[config.mk]
export PLATFORM = sky130hd
export DESIGN_NAME = interval_alarm
export DESIGN_NICKNAME = d
export VERILOG_FILES = /design/src/rtl/itmr_pkg.sv /design/src/rtl/itmr_base_cnt.sv /design/src/rtl/itmr_deadline.sv /design/src/rtl/itmr_alarm.sv /design/src/rtl/interval_alarm.sv
export SDC_FILE = /design/constraint.sdc
export NUM_CORES = 1
export LEC_CHECK = 0
export BUFFER_PORTS_ARGS = -buffer_cell sky130_fd_sc_hd__buf_2
export CORE_ASPECT_RATIO = 1.1
export CORE_UTILIZATION = 40
export CTS_BUF_LIST = sky130_fd_sc_hd__clkbuf_8
export CTS_CLUSTER_DIAMETER = 120
export DETAILED_ROUTE_END_ITERATION = 8
export PLACE_DENSITY = 0.56
export SKIP_LAST_GASP = 1
export SLEW_MARGIN = 20
export SYNTH_ARGS = -nofsm -noshare
export SYNTH_HDL_FRONTEND = slang
export SYNTH_SLANG_ARGS = --single-unit
[constraint.sdc]
create_clock -name clk -period 6.17 [get_ports clk]
set_input_delay 0 -clock clk [delete_from_list [all_inputs] [get_ports clk]]
set_output_delay 0 -clock clk [all_outputs]
set_load 0.03 [all_outputs]
[src/rtl/itmr_pkg.sv]
package itmr_pkg;
  // Base-tick bits per interval count step (divide by four).
  localparam int PRE_SH = 2;

  // Replace the low SW bits of base with val shifted up by PRE_SH.
  function automatic logic [63:0] splice64(input logic [63:0] base,
                                           input logic [31:0] val,
                                           input int sw);
    logic [63:0] mask;
    mask = (64'd1 << sw) - 64'd1;
    return (base & ~mask) | (({32'd0, val} << PRE_SH) & mask);
  endfunction
endpackage

[src/rtl/itmr_base_cnt.sv]
module itmr_base_cnt #(
  parameter int CNT_W = 64
) (
  input  logic             clk,
  input  logic             rst,
  output logic [CNT_W-1:0] tick
);
  always_ff @(posedge clk) begin
    if (rst) tick <= '0;
    else     tick <= tick + 1'b1;
  end

  AST_TICK_STEP: assert property (@(posedge clk) disable iff (rst)
    !$past(rst) |-> tick == $past(tick) + 1'b1);
endmodule

[src/rtl/itmr_deadline.sv]
module itmr_deadline #(
  parameter int CNT_W    = 64,
  parameter int CMP_W    = 32,
  parameter int MIN_LEAD = 1000
) (
  input  logic             clk,
  input  logic             rst,
  input  logic             wr_en,
  input  logic [CMP_W-1:0] wr_data,
  input  logic [CNT_W-1:0] tick,
  output logic [CNT_W-1:0] deadline,
  output logic             armed
);
  import itmr_pkg::*;
  localparam int SPLICE_W = CMP_W + PRE_SH;
  localparam logic [CNT_W-1:0] LOW_MASK = (CNT_W'(1) << SPLICE_W) - CNT_W'(1);
  localparam logic [CNT_W-1:0] WRAP     = CNT_W'(1) << SPLICE_W;

  logic [CNT_W-1:0] cand, floor_v, next_dl;

  always_comb begin
    cand    = (tick & ~LOW_MASK) | ((CNT_W'(wr_data) << PRE_SH) & LOW_MASK);
    floor_v = tick + CNT_W'(MIN_LEAD);
    next_dl = (cand < floor_v) ? cand + WRAP : cand;
  end

  always_ff @(posedge clk) begin
    if (rst) begin
      deadline <= '0;
      armed    <= 1'b0;
    end else if (wr_en) begin
      deadline <= next_dl;
      armed    <= 1'b1;
    end
  end

  AST_LEAD_KEPT: assert property (@(posedge clk) disable iff (rst)
    wr_en |=> deadline >= $past(tick) + CNT_W'(MIN_LEAD));
  AST_LOW_SPLICE: assert property (@(posedge clk) disable iff (rst)
    wr_en |=> deadline[SPLICE_W-1:PRE_SH] == $past(wr_data));
endmodule

[src/rtl/itmr_alarm.sv]
module itmr_alarm #(
  parameter int CNT_W = 64
) (
  input  logic             clk,
  input  logic             rst,
  input  logic             wr_en,
  input  logic             armed,
  input  logic [CNT_W-1:0] tick,
  input  logic [CNT_W-1:0] deadline,
  output logic             irq
);
  always_ff @(posedge clk) begin
    if (rst)                                irq <= 1'b0;
    else if (wr_en)                         irq <= 1'b0;
    else if (armed && (tick >= deadline))   irq <= 1'b1;
  end

  AST_IRQ_CLEAR: assert property (@(posedge clk) disable iff (rst)
    wr_en |=> !irq);
  AST_IRQ_HOLD: assert property (@(posedge clk) disable iff (rst)
    irq && !wr_en |=> irq);
  AST_IRQ_DUE: assert property (@(posedge clk) disable iff (rst)
    armed && (tick >= deadline) && !wr_en |=> irq);
  AST_IRQ_IDLE: assert property (@(posedge clk) disable iff (rst)
    !armed |-> !irq);
endmodule

[src/rtl/interval_alarm.sv]
module interval_alarm #(
  parameter int CNT_W    = 64,
  parameter int CMP_W    = 32,
  parameter int MIN_LEAD = 1000
) (
  input  logic             clk,
  input  logic             rst,
  input  logic             wr_en,
  input  logic [CMP_W-1:0] wr_data,
  input  logic             rd_en,
  output logic [CMP_W-1:0] rd_data,
  output logic             irq
);
  import itmr_pkg::*;

  logic [CNT_W-1:0] tick, deadline;
  logic             armed;

  itmr_base_cnt #(.CNT_W(CNT_W)) u_cnt (
    .clk(clk), .rst(rst), .tick(tick)
  );

  itmr_deadline #(.CNT_W(CNT_W), .CMP_W(CMP_W), .MIN_LEAD(MIN_LEAD)) u_dl (
    .clk(clk), .rst(rst), .wr_en(wr_en), .wr_data(wr_data),
    .tick(tick), .deadline(deadline), .armed(armed)
  );

  itmr_alarm #(.CNT_W(CNT_W)) u_alarm (
    .clk(clk), .rst(rst), .wr_en(wr_en), .armed(armed),
    .tick(tick), .deadline(deadline), .irq(irq)
  );

  always_ff @(posedge clk) begin
    if (rst)        rd_data <= '0;
    else if (rd_en) rd_data <= tick[PRE_SH +: CMP_W];
  end

  AST_RD_VALUE: assert property (@(posedge clk) disable iff (rst)
    rd_en |=> rd_data == $past(tick[PRE_SH +: CMP_W]));
  AST_RD_HOLD: assert property (@(posedge clk) disable iff (rst)
    !rd_en |=> $stable(rd_data));
endmodule

# After elaboration in Yosys (flattened, before gate mapping)
# Cells that the tools add are included.
# classes
n_addsub,3
mul,0
n_div,0
n_lt_le_gt_ge,2
n_eq_ne,0
n_shift,0
n_mux,1
n_bitwise,1
reduce_logical,2
# op_table
op,count
$add 64x1->64 const B,1
$add 64x10->64 const B,1
$add 64x35->64 const B,1
$ge 64x64->1,1
$lt 64x64->1,1
$mux 64,1
$or 64x34->64,1
$reduce_or 2->1,1
$logic_and 1x1->1,1
# word_totals
reg_bits,162
latchBits,0
ramBits,0
romBits,0
in_bits,36
out_inout_bits,33
wordCells,14
n_memories,0

# Longest topological paths before layout
# Gate-level depths: netlist of run 1.
# logic_depth
word_depth,3
mapped_depth,24

# Modules after synthesis
# Synthesis of run 1 repeated with hierarchy kept, for this count alone.
# unflattened
hier_cells,1317
hier_area_um2,11011.8
# modules_own_cells
module,n_inst,cells_per_inst,area_each_um2,seq_area_each_um2
itmr_deadline,1,644,5280.1,1261.2
itmr_base_cnt,1,343,2930.3,1281.2
itmr_alarm,1,227,1637.8,20.0
interval_alarm,1,103,1163.6,640.6

# Worst setup path after synthesis of run 1
# OpenSTA, ideal clock, no wires.
# synth_timing
kind,reg2reg
startpoint,reg u_cnt.tick[11]
endpoint,reg u_dl.deadline[39]
arrival_time_ns,4.466
t_required_ns,6.048
setup_slack_ns,1.582
path_stages_with_launch,23
path_buffers,4
period_less_slack_ns,4.588
cell_sequence,dfxtp_1 clkbuf_1 nand3_1 nor2_1 nand2b_1 clkbuf_1 or3_1 nor2_1 nand2_1 clkbuf_1 inv_1 ha_1 xor2_1 o21bai_1 a211oi_1 o211ai_1 o2111ai_1 a211oi_1 or3b_1 buf_6 a211oi_4 a21oi_1 a311o_1
# synth_between
elab_chain_len,3
# synth_lines
item,line_no,text
"start, declared",itmr_base_cnt.sv:6,output logic [CNT_W-1:0] tick
"start signal, assigned",itmr_base_cnt.sv:10,else tick <= tick + 1'b1;
$add 64x10->64,itmr_deadline.sv:23,floor_v = tick + CNT_W'(MIN_LEAD);
$lt 64x64->1,itmr_deadline.sv:24,next_dl = (cand < floor_v) ? cand + WRAP : cand;
$mux 64,itmr_deadline.sv:24,
"end signal, assigned",itmr_deadline.sv:32,deadline <= next_dl;
"end, declared",itmr_deadline.sv:11,"output logic [CNT_W-1:0] deadline,"
# Every way passes these cells.
# A chain may end at the register's enable or synchronous reset.

# Final worst setup path of run 1
# layout_timing
startpoint,reg u_cnt.tick[18]
endpoint,reg u_dl.deadline[52]
# Same word-level chain as after synthesis.

==> run summary, run 1 <==
Post-synth top cells: nor2_1, dfxtp_1, ha_1, nand2_1, inv_1
CP Data Required Time: 6550 ps
CTS tree: built
clock skew: 15.6 ps
clock insertion delay at the later pin of the skew report: 490 ps
CTS Root Buffer Type: clkbuf_8
Synth Area in Compound Gates: 0.126
Post-Synth Adder-Cell Area: 0.132
Setup TNS: 0 ps
reg2reg end: u_dl.deadline[52]
maximum root-to-sink buffer count: 2
Post-synth EDFFs: 0
GPL Wtd Cong: 0.882
H-tree lvl count: 4
Hold Path Origin: rst
Multi-input gate area: 6840 sq um
Starting Density: 0.409
Worst Hold Path Cells: 2
Finished Layout Cells: 1735
Worst Tran Pin Value: 1040 ps
crit path max fanout: 12
fin crit share: 0.897
total CTS buffers: 17
RR Startpoint: u_cnt.tick[18]
max cap viols: 0
Worst-path clk slew: 90 ps
Design Power: 2.11 mW
post-synth top area share: 0.300
Seq/Total Area, Yosys: 0.300
R2R setup slack: 630 ps
synth top area cells: dfxtp_1, ha_1, mux2i_1
DP Area: 11300 sq um
Syn. warnings: 0
global-route usage over all layers: 0.235
vias in the first global route: 8987
hold path endpoint: rd_data[28]
fin. max-slew vios: 0
Layout Utilization: 0.459
die width: 158 um
dpl cells: 1671
Synth Area in Simple Gates: 0.235
Vert. Die Dim: 173 um
layout cell share with drive strength beyond 1: 0.105
count leader, synth: nor2_1
post-CTS setup buffers: 0
Final Hold Vio Count: 4
core area: 26100 sq um
Hold Path Class: in -> reg
failing checks: negative hold slack
Die ar.: 27400 sq um
DRT Wirelength: 30800 um
Netlist cell types: 68
via count: 9387
worst r2r path cells: 19
diode count: 0
area added between synthesis and finish: 12.4%
largest vdd supply drop: 0.141 mV
RSZ-0062 raised after global routing: no
final instance area: 12000 sq um
number of fill cells in the layout: 2661
Syn Nets: 1461
DR iter-0 viols: 457
Final HPWL DP: 22700 um
# setup viols final: 0
Cell Pwr Density: 176 nW/um^2
Max Clock Freq: 0.181 GHz
Pleak: 4.86 nW
Synth Flop Type: dfxtp_1
IO Count: 69
initial antenna violation count: 0
WP data arrival: 5910 ps
largest net degree at the start of global routing: 87
First-pass DRT Iterations: 5
Final nets: 1519
Startpoint Class: flip-flop
ys async rst share: 0
Synth area leader: dfxtp_1
Final min period: 5540 ps
CP Capture Type: flip-flop
critical path type: reg -> reg
IO Port Bufs: 68
row count: 62
Avg Vias per Cell: 5.41
flops & latches, synth: 160
Syn Area/Cell: 8.14 sq um
residual DRC count: 0
Synth Cell Area: 10700 sq um
Post-Synth XOR/XNOR Area: 0.0787
relative slew slack: 0.304
WL/cell: 17.8 um
first-pass GRT wire length: 49500 um
Sequential Area: 3200 sq um
Post-DRT Antenna Nets: 0
mux cell area share after synthesis: 0.0676
largest family of logic cells by synthesized area: simple AND/OR/NAND/NOR gates
status: complete, but fails checks
Syn Inst Count: 1312
Clock Sinks: 160
hold slack: -2.68 ps
gr ovfl total: 0
## registers in the layout, indices dropped and copies added (netlist names)
| register | flops |
|---|---|
| rd_data | 32 |
| u_alarm.irq | 1 |
| u_cnt.tick | 64 |
| u_dl.armed | 1 |
| u_dl.deadline | 62 |
## layout make-up
type / count / share of cell area
inverter: 76 / 0.0238
clock buffer: 19 / 0.0218
clock inverter: 13 / 0.0146
tap: 352 / 0.0367
timing repair buffer: 119 / 0.0671
sequential: 160 / 0.267
multi-input combinational: 996 / 0.569
## layer usage
layer / up-vias / track usage / part of all wire
li1: 4719 / - / -
met1: 4386 / 0.310 / 0.46
met2: 239 / 0.385 / 0.47
met3: 43 / 0.0355 / 0.047
met4: 0 / 0.0805 / 0.027
met5: - / 0 / 0
## timing repair
item                      4_1_cts  5_1_grt
resized for setup               0        0
hold endpoints to repair       32        0
hold buffers                   32        0
## layout by cell type, fill, tap and decap left out, types with 38 or more instances in the layout
cell type    n
inv_1       76
a21oi_1     48
xor2_1      38
nand2_1    107
dfxtp_1    160
nand3_1     49
ha_1       113
xnor2_1     58
buf_2       67
o21ai_0     45
mux2i_1     71
nor2_1     175
## through the flow
step / hold slack, ps / setup WS [ps]
global route: 8.16 / 286
floorplan: 147 / 1580
finish: -2.68 / 633
detailed placement: 273 / 699
CTS: 0.274 / 654
global placement: 262 / 771
## power breakdown
group | switching (mW) | total (mW) | internal, mW
Clock | 0.449 | 0.880 | 0.431
Combinational | 0.102 | 0.177 | 0.0746
Sequential | 0.00913 | 1.06 | 1.05
Total | 0.561 | 2.11 | 1.55
## worst max-delay path by stage
| stage | depth (start not counted) | slack (ps) | startpoint | endpoint |
|---|---|---|---|---|
| after floorplan | 22 | 1580 | u_cnt.tick[11] | u_dl.deadline[39] |
| after global placement | 19 | 770 | u_cnt.tick[18] | u_dl.deadline[35] |
| after detailed placement | 19 | 700 | u_cnt.tick[17] | u_dl.deadline[35] |
| after CTS | 19 | 650 | u_cnt.tick[18] | u_dl.deadline[52] |
| after global routing | 19 | 290 | u_cnt.tick[18] | u_dl.deadline[35] |
| final | 19 | 630 | u_cnt.tick[18] | u_dl.deadline[52] |
## worst max-delay path, stage by stage, from the launching register on
cell       delay, ps
dfxtp_1          530
nand2_1          260
nor2_1           250
nand4_1          260
or3_1            450
nor2_1           310
nand2_1          410
inv_1            160
ha_1             250
xor2_1           190
o21bai_1         110
a211oi_1         220
o211ai_1         140
o2111ai_1        240
a211oi_1          90
or3b_1           590
buf_4            250
a211oi_2         270
a21oi_1          110
a311o_1          310
## kinds of logic after synthesis
group                    Yosys count
multiplexers                      72
buffers and inverters            156
AO/OA/AOI/OAI                    199
XOR/XNOR                          96
adder cells (fa/ha/maj)          113
AND/OR/NAND/NOR                  516
flip-flops                       160
Power figures use the tool's default switching activity.
==> inputs of run 2 (changes only) <==
==> constraint.sdc (replaced) <==
create_clock -name clk -period 6.17 [get_ports clk]
set_input_delay 0.617 -clock clk [delete_from_list [all_inputs] [get_ports clk]]
set_output_delay 0.617 -clock clk [all_outputs]
set_load 0.03 [all_outputs]
==> run summary, run 2 (same netlist as run 1, synthesis figures left out) <==
clock network fraction of design power: 0.411
die width: 158 um
GRT busiest layer: met2
Vert. Die Dim: 173 um
clock insertion delay at the later pin of the skew report: 490 ps
dpl cells: 1671
CTS Root Buffer Type: clkbuf_8
Setup TNS: 0 ps
Avg Vias per Cell: 5.42
Post-DRT Antenna Nets: 0
total CTS buffers: 17
global-route usage over all layers: 0.231
fin. max-slew vios: 0
area added between synthesis and finish: 9.30%
post-CTS setup buffers: 0
combinational group share of total power: 0.078
biggest regs: u_cnt.tick x64, u_dl.deadline x62, rd_data x32
RSZ-0062 raised after global routing: no
fin crit share: 0.898
CP Data Required Time: 6540 ps
met2 usage: 0.387
Worst Tran Pin Value: 1070 ps
largest vdd supply drop: 0.121 mV
max cap viols: 0
CP Capture Type: flip-flop
# setup viols final: 0
gr ovfl total: 0
largest net degree at the start of global routing: 87
IO Count: 69
residual DRC count: 0
switch share: 0.279
flip-flop count of the largest register after layout: 64
Worst-path clk slew: 100 ps
initial antenna violation count: 0
vias in the first global route: 8751
met1 Use GR: 0.309
IO Port Bufs: 68
Biggest register: u_cnt.tick
net switching power: 577 uW
GR Layer Usage met3: 0.0293
CTS tree: built
WL/cell: 17.9 um
First-pass DRT Iterations: 5
hold slack: 392 ps
crit path max fanout: 12
Final min period: 5540 ps
via count: 9238
Hold Buf Count CTS: 0
Max Clock Freq: 0.180 GHz
PostCTS Resize Cnt: 0
relative slew slack: 0.286
Pleak: 4.73 nW
Int Pwr: 1.49 mW
Final nets: 1487
WP data arrival: 5920 ps
Clock Sinks: 160
core area: 26100 sq um
Startpoint Class: flip-flop
maximum root-to-sink buffer count: 2
Cell Pwr Density: 177 nW/um^2
Hold Path Class: in -> reg
most frequent cells in the layout: nor2_1, dfxtp_1, ha_1, nand2_1, inv_1
Starting Density: 0.409
clock skew: 19.6 ps
layout cell share with drive strength beyond 1: 0.107
Final HPWL DP: 22800 um
Final Hold Vio Count: 0
DRT Wirelength: 30500 um
Die ar.: 27400 sq um
critical path type: reg -> reg
diode count: 0
DR iter-0 viols: 503
GPL Wtd Cong: 0.881
first-pass GRT wire length: 48700 um
Finished Layout Cells: 1703
status: finished clean
H-tree lvl count: 4
most common cell after layout, fill and taps aside: nor2_1
row count: 62
Flop pwr share: 0.511
## run 2: cell count changes in the layout (fill, tap and decap cells not counted)
cell           delta
clkbuf_8          -2
dlygate4sd3_1    -32
clkinv_8          +1
bufinv_16         -1
clkinv_4          +1
clkinvlp_4        -2
inv_6             +2
inv_8             +2
clkinv_2          -1
## run 2: final cells by class
type                       instances  area (sq um)
fill                            2733         14500
inverter                          76           285
clock inverter                    15           190
tap                              352           440
clock buffer                      17           234
multi-input combinational        996          6840
sequential                       160          3200
timing repair buffer              87           485
## run 2: metrics by stage
step / utilization / instance area [sq um] / total power [mW] / setup WS, ps
finish: 0.447 / 11700 / 2.07 / 627
global route: 0.447 / 11700 / 2.15 / 264
CTS: 0.447 / 11700 / 2.10 / 685
detailed placement: 0.431 / 11300 / 1.24 / 724
global placement: 0.431 / 11300 / 1.24 / 778
floorplan: - / 10700 / 1.19 / 1580
## run 2: power groups by stage
stage	clock (mW)	combinational (mW)	sequential (mW)
2_1_floorplan	0	0.111	1.08
3_3_place_gp	0	0.160	1.08
3_5_place_dp	0	0.162	1.08
4_1_cts	0.877	0.163	1.06
5_1_grt	0.911	0.180	1.06
6_report	0.849	0.161	1.06
## run 2: per-layer routing
metal / vias to the layer above / part of all wire / routed length [um]
met5: - / 0 / 0
met4: 0 / 0.017 / 519
met3: 30 / 0.037 / 1140
met2: 209 / 0.48 / 14600
met1: 4347 / 0.47 / 14300
li1: 4652 / - / -
## run 2: worst paths after layout
kind	start	end	slack, ps	cells past startpoint
worst max-delay path	u_cnt.tick[17]	u_dl.deadline[52]	630	19
worst min-delay path	wr_data[2]	u_dl.deadline[4]	390	3
worst max register to register	u_cnt.tick[17]	u_dl.deadline[52]	630	19
worst min register to register	u_dl.deadline[37]	u_dl.deadline[37]	460	2
## run 2: worst max-delay path, cell delays in order, from the launching register on
cell and delay [ps]:
dfxtp_1 520, nand2_1 260, nor2_1 260, nand4_1 260
or3_1 460, nor2_1 310, nand2_1 410, inv_1 150
ha_1 250, xor2_1 200, o21bai_1 120, a211oi_1 220
o211ai_1 130, o2111ai_1 220, a211oi_1 90, or3b_1 600
buf_4 250, a211oi_2 270, a21oi_1 110, a311o_1 320
==> inputs of run 3 (changes only) <==
PLACE_DENSITY = 0.55   (was 0.56)
SYNTH_HIERARCHICAL = 1   (was unset)
==> run summary, run 3 <==
CP Capture Type: flip-flop
Syn Area/Cell: 8.36 sq um
Netlist cell types: 73
ys async rst share: 0
crit path max fanout: 11
worst slack, placed: 693 ps
gr ovfl total: 0
residual DRC count: 0
Final HPWL DP: 22700 um
Worst-path clk slew: 110 ps
Pleak: 4.90 nW
Max Clock Freq: 0.183 GHz
diode count: 0
Starting Density: 0.407
PostCTS Resize Cnt: 0
Worst Tran Pin Value: 1050 ps
via count: 9878
CTS Root Buffer Type: clkbuf_8
die width: 160 um
number of fill cells in the layout: 2754
post-CTS setup buffers: 0
fin crit share: 0.886
CP Data Required Time: 6530 ps
Flop pwr share: 0.517
synth top area cells: dfxtp_1, ha_1, mux2i_1
Seq/Total Area, Yosys: 0.291
GPL Wtd Cong: 0.907
total CTS buffers: 17
max cap viols: 0
Layout Utilization: 0.447
Post-Synth XOR/XNOR Area: 0.0732
initial antenna violation count: 0
Setup WS post-layout: 701 ps
vias in the first global route: 9324
CTS tree: built
Synth Area in Simple Gates: 0.250
Int Pwr: 1.44 mW
count leader, synth: nor2_1
Design Power: 2.07 mW
WP data arrival: 5830 ps
DR iter-0 viols: 719
largest net degree at the start of global routing: 68
Startpoint Class: flip-flop
Final Hold Vio Count: 0
mux cell area share after synthesis: 0.0645
First-pass DRT Iterations: 5
first-pass GRT wire length: 50500 um
post-synth top area share: 0.291
DP Area: 11700 sq um
fin. max-slew vios: 0
most common cell after layout, fill and taps aside: nor2_1
area added between synthesis and finish: 9.79%
Biggest register: u_cnt/tick
flops & latches, synth: 160
largest vdd supply drop: 0.0977 mV
Syn. warnings: 6
critical path type: reg -> reg
Hold Buf Count CTS: 0
dpl cells: 1716
Final min period: 5470 ps
relative slew slack: 0.302
net switching power: 632 uW
combinational group share of total power: 0.090
Worst Hold Path Cells: 3
layout cell share with drive strength beyond 1: 0.116
WL/cell: 18.0 um
core area: 27000 sq um
final instance area: 12100 sq um
clock skew: 23.6 ps
clock insertion delay at the later pin of the skew report: 480 ps
Post-Synth Adder-Cell Area: 0.130
# setup viols final: 0
biggest regs: u_cnt/tick x64, u_dl/deadline x62, rd_data x32
Hold Path Class: in -> reg
most frequent cells in the layout: nor2_1, dfxtp_1, ha_1, inv_1, nand4_1
Setup TNS: 0 ps
Clock Sinks: 160
Synth Flop Type: dfxtp_1
status: finished clean
Vert. Die Dim: 176 um
IO Count: 69
Cell Pwr Density: 171 nW/um^2
largest family of logic cells by synthesized area: simple AND/OR/NAND/NOR gates
Synth Area in Compound Gates: 0.135
Syn Inst Count: 1317
Post-synth top cells: nor2_1, dfxtp_1, ha_1, inv_1, nand4_1
Post-synth EDFFs: 0
flip-flop count of the largest register after layout: 64
Avg Vias per Cell: 5.65
worst r2r path cells: 16
Die ar.: 28200 sq um
Synth Cell Area: 11000 sq um
Finished Layout Cells: 1748
clock network fraction of design power: 0.394
row count: 63
IO Port Bufs: 68
Final nets: 1528
maximum root-to-sink buffer count: 2
hold slack: 414 ps
Post-DRT Antenna Nets: 0
global-route usage over all layers: 0.226
DRT Wirelength: 31500 um
RSZ-0062 raised after global routing: no
Synth area leader: dfxtp_1
H-tree lvl count: 4
switch share: 0.306
## run 3: cell families after synthesis
kind of cell | Yosys count
buffers and inverters | 137
xor gates and xnor gates | 92
DFF | 160
and+or+nand+nor | 529
other | 1
muxes | 71
AOI/OAI and AO/OA | 213
adders and majority gates | 114
## run 3: worst paths after layout
check,startpoint,end,slack [ps]
worst max register to register,u_cnt/tick[5],u_dl/deadline[39],700
worst min-delay path,wr_data[9],u_dl/deadline[11],410
worst min register to register,u_dl/deadline[60],u_dl/deadline[60],490
worst max-delay path,u_cnt/tick[5],u_dl/deadline[39],700
## run 3: routing by layer
metal  global-route usage  wire [um]
met1                0.318      15500
met2                0.365      14500
met4               0.0567        331
met3               0.0284       1250
met5                    0          0
## run 3: worst max-delay path, stage by stage, from the launching register on
cell,delay (ps)
dfxtp_1,450
or4_4,570
or3_1,500
nand2_1,170
nor2_1,60
xnor2_1,130
ha_1,310
nand4_1,150
a2111oi_0,540
o311ai_0,290
a211oi_1,330
nor3_1,130
o2111ai_2,660
a21oi_2,260
buf_4,230
and4_1,190
a2111oi_0,380
## run 3: layout make-up
class                   instances  area, sq um  area share
well taps                     357          447      0.0369
multi-input cells            1021         7190       0.595
clock buffers                  17          234      0.0194
inverters                      86          323      0.0267
clock inverters                15          166      0.0138
flip-flops and latches        160         3200       0.265
repair buffers                 92          526      0.0435
## run 3: power by group through the flow
stage	Combinational (mW)	Clock, mW	Sequential [mW]
4_1_cts	0.186	0.841	1.07
2_1_floorplan	0.137	0	1.09
3_5_place_dp	0.185	0	1.09
3_3_place_gp	0.183	0	1.09
5_1_grt	0.210	0.881	1.07
6_report	0.185	0.814	1.07
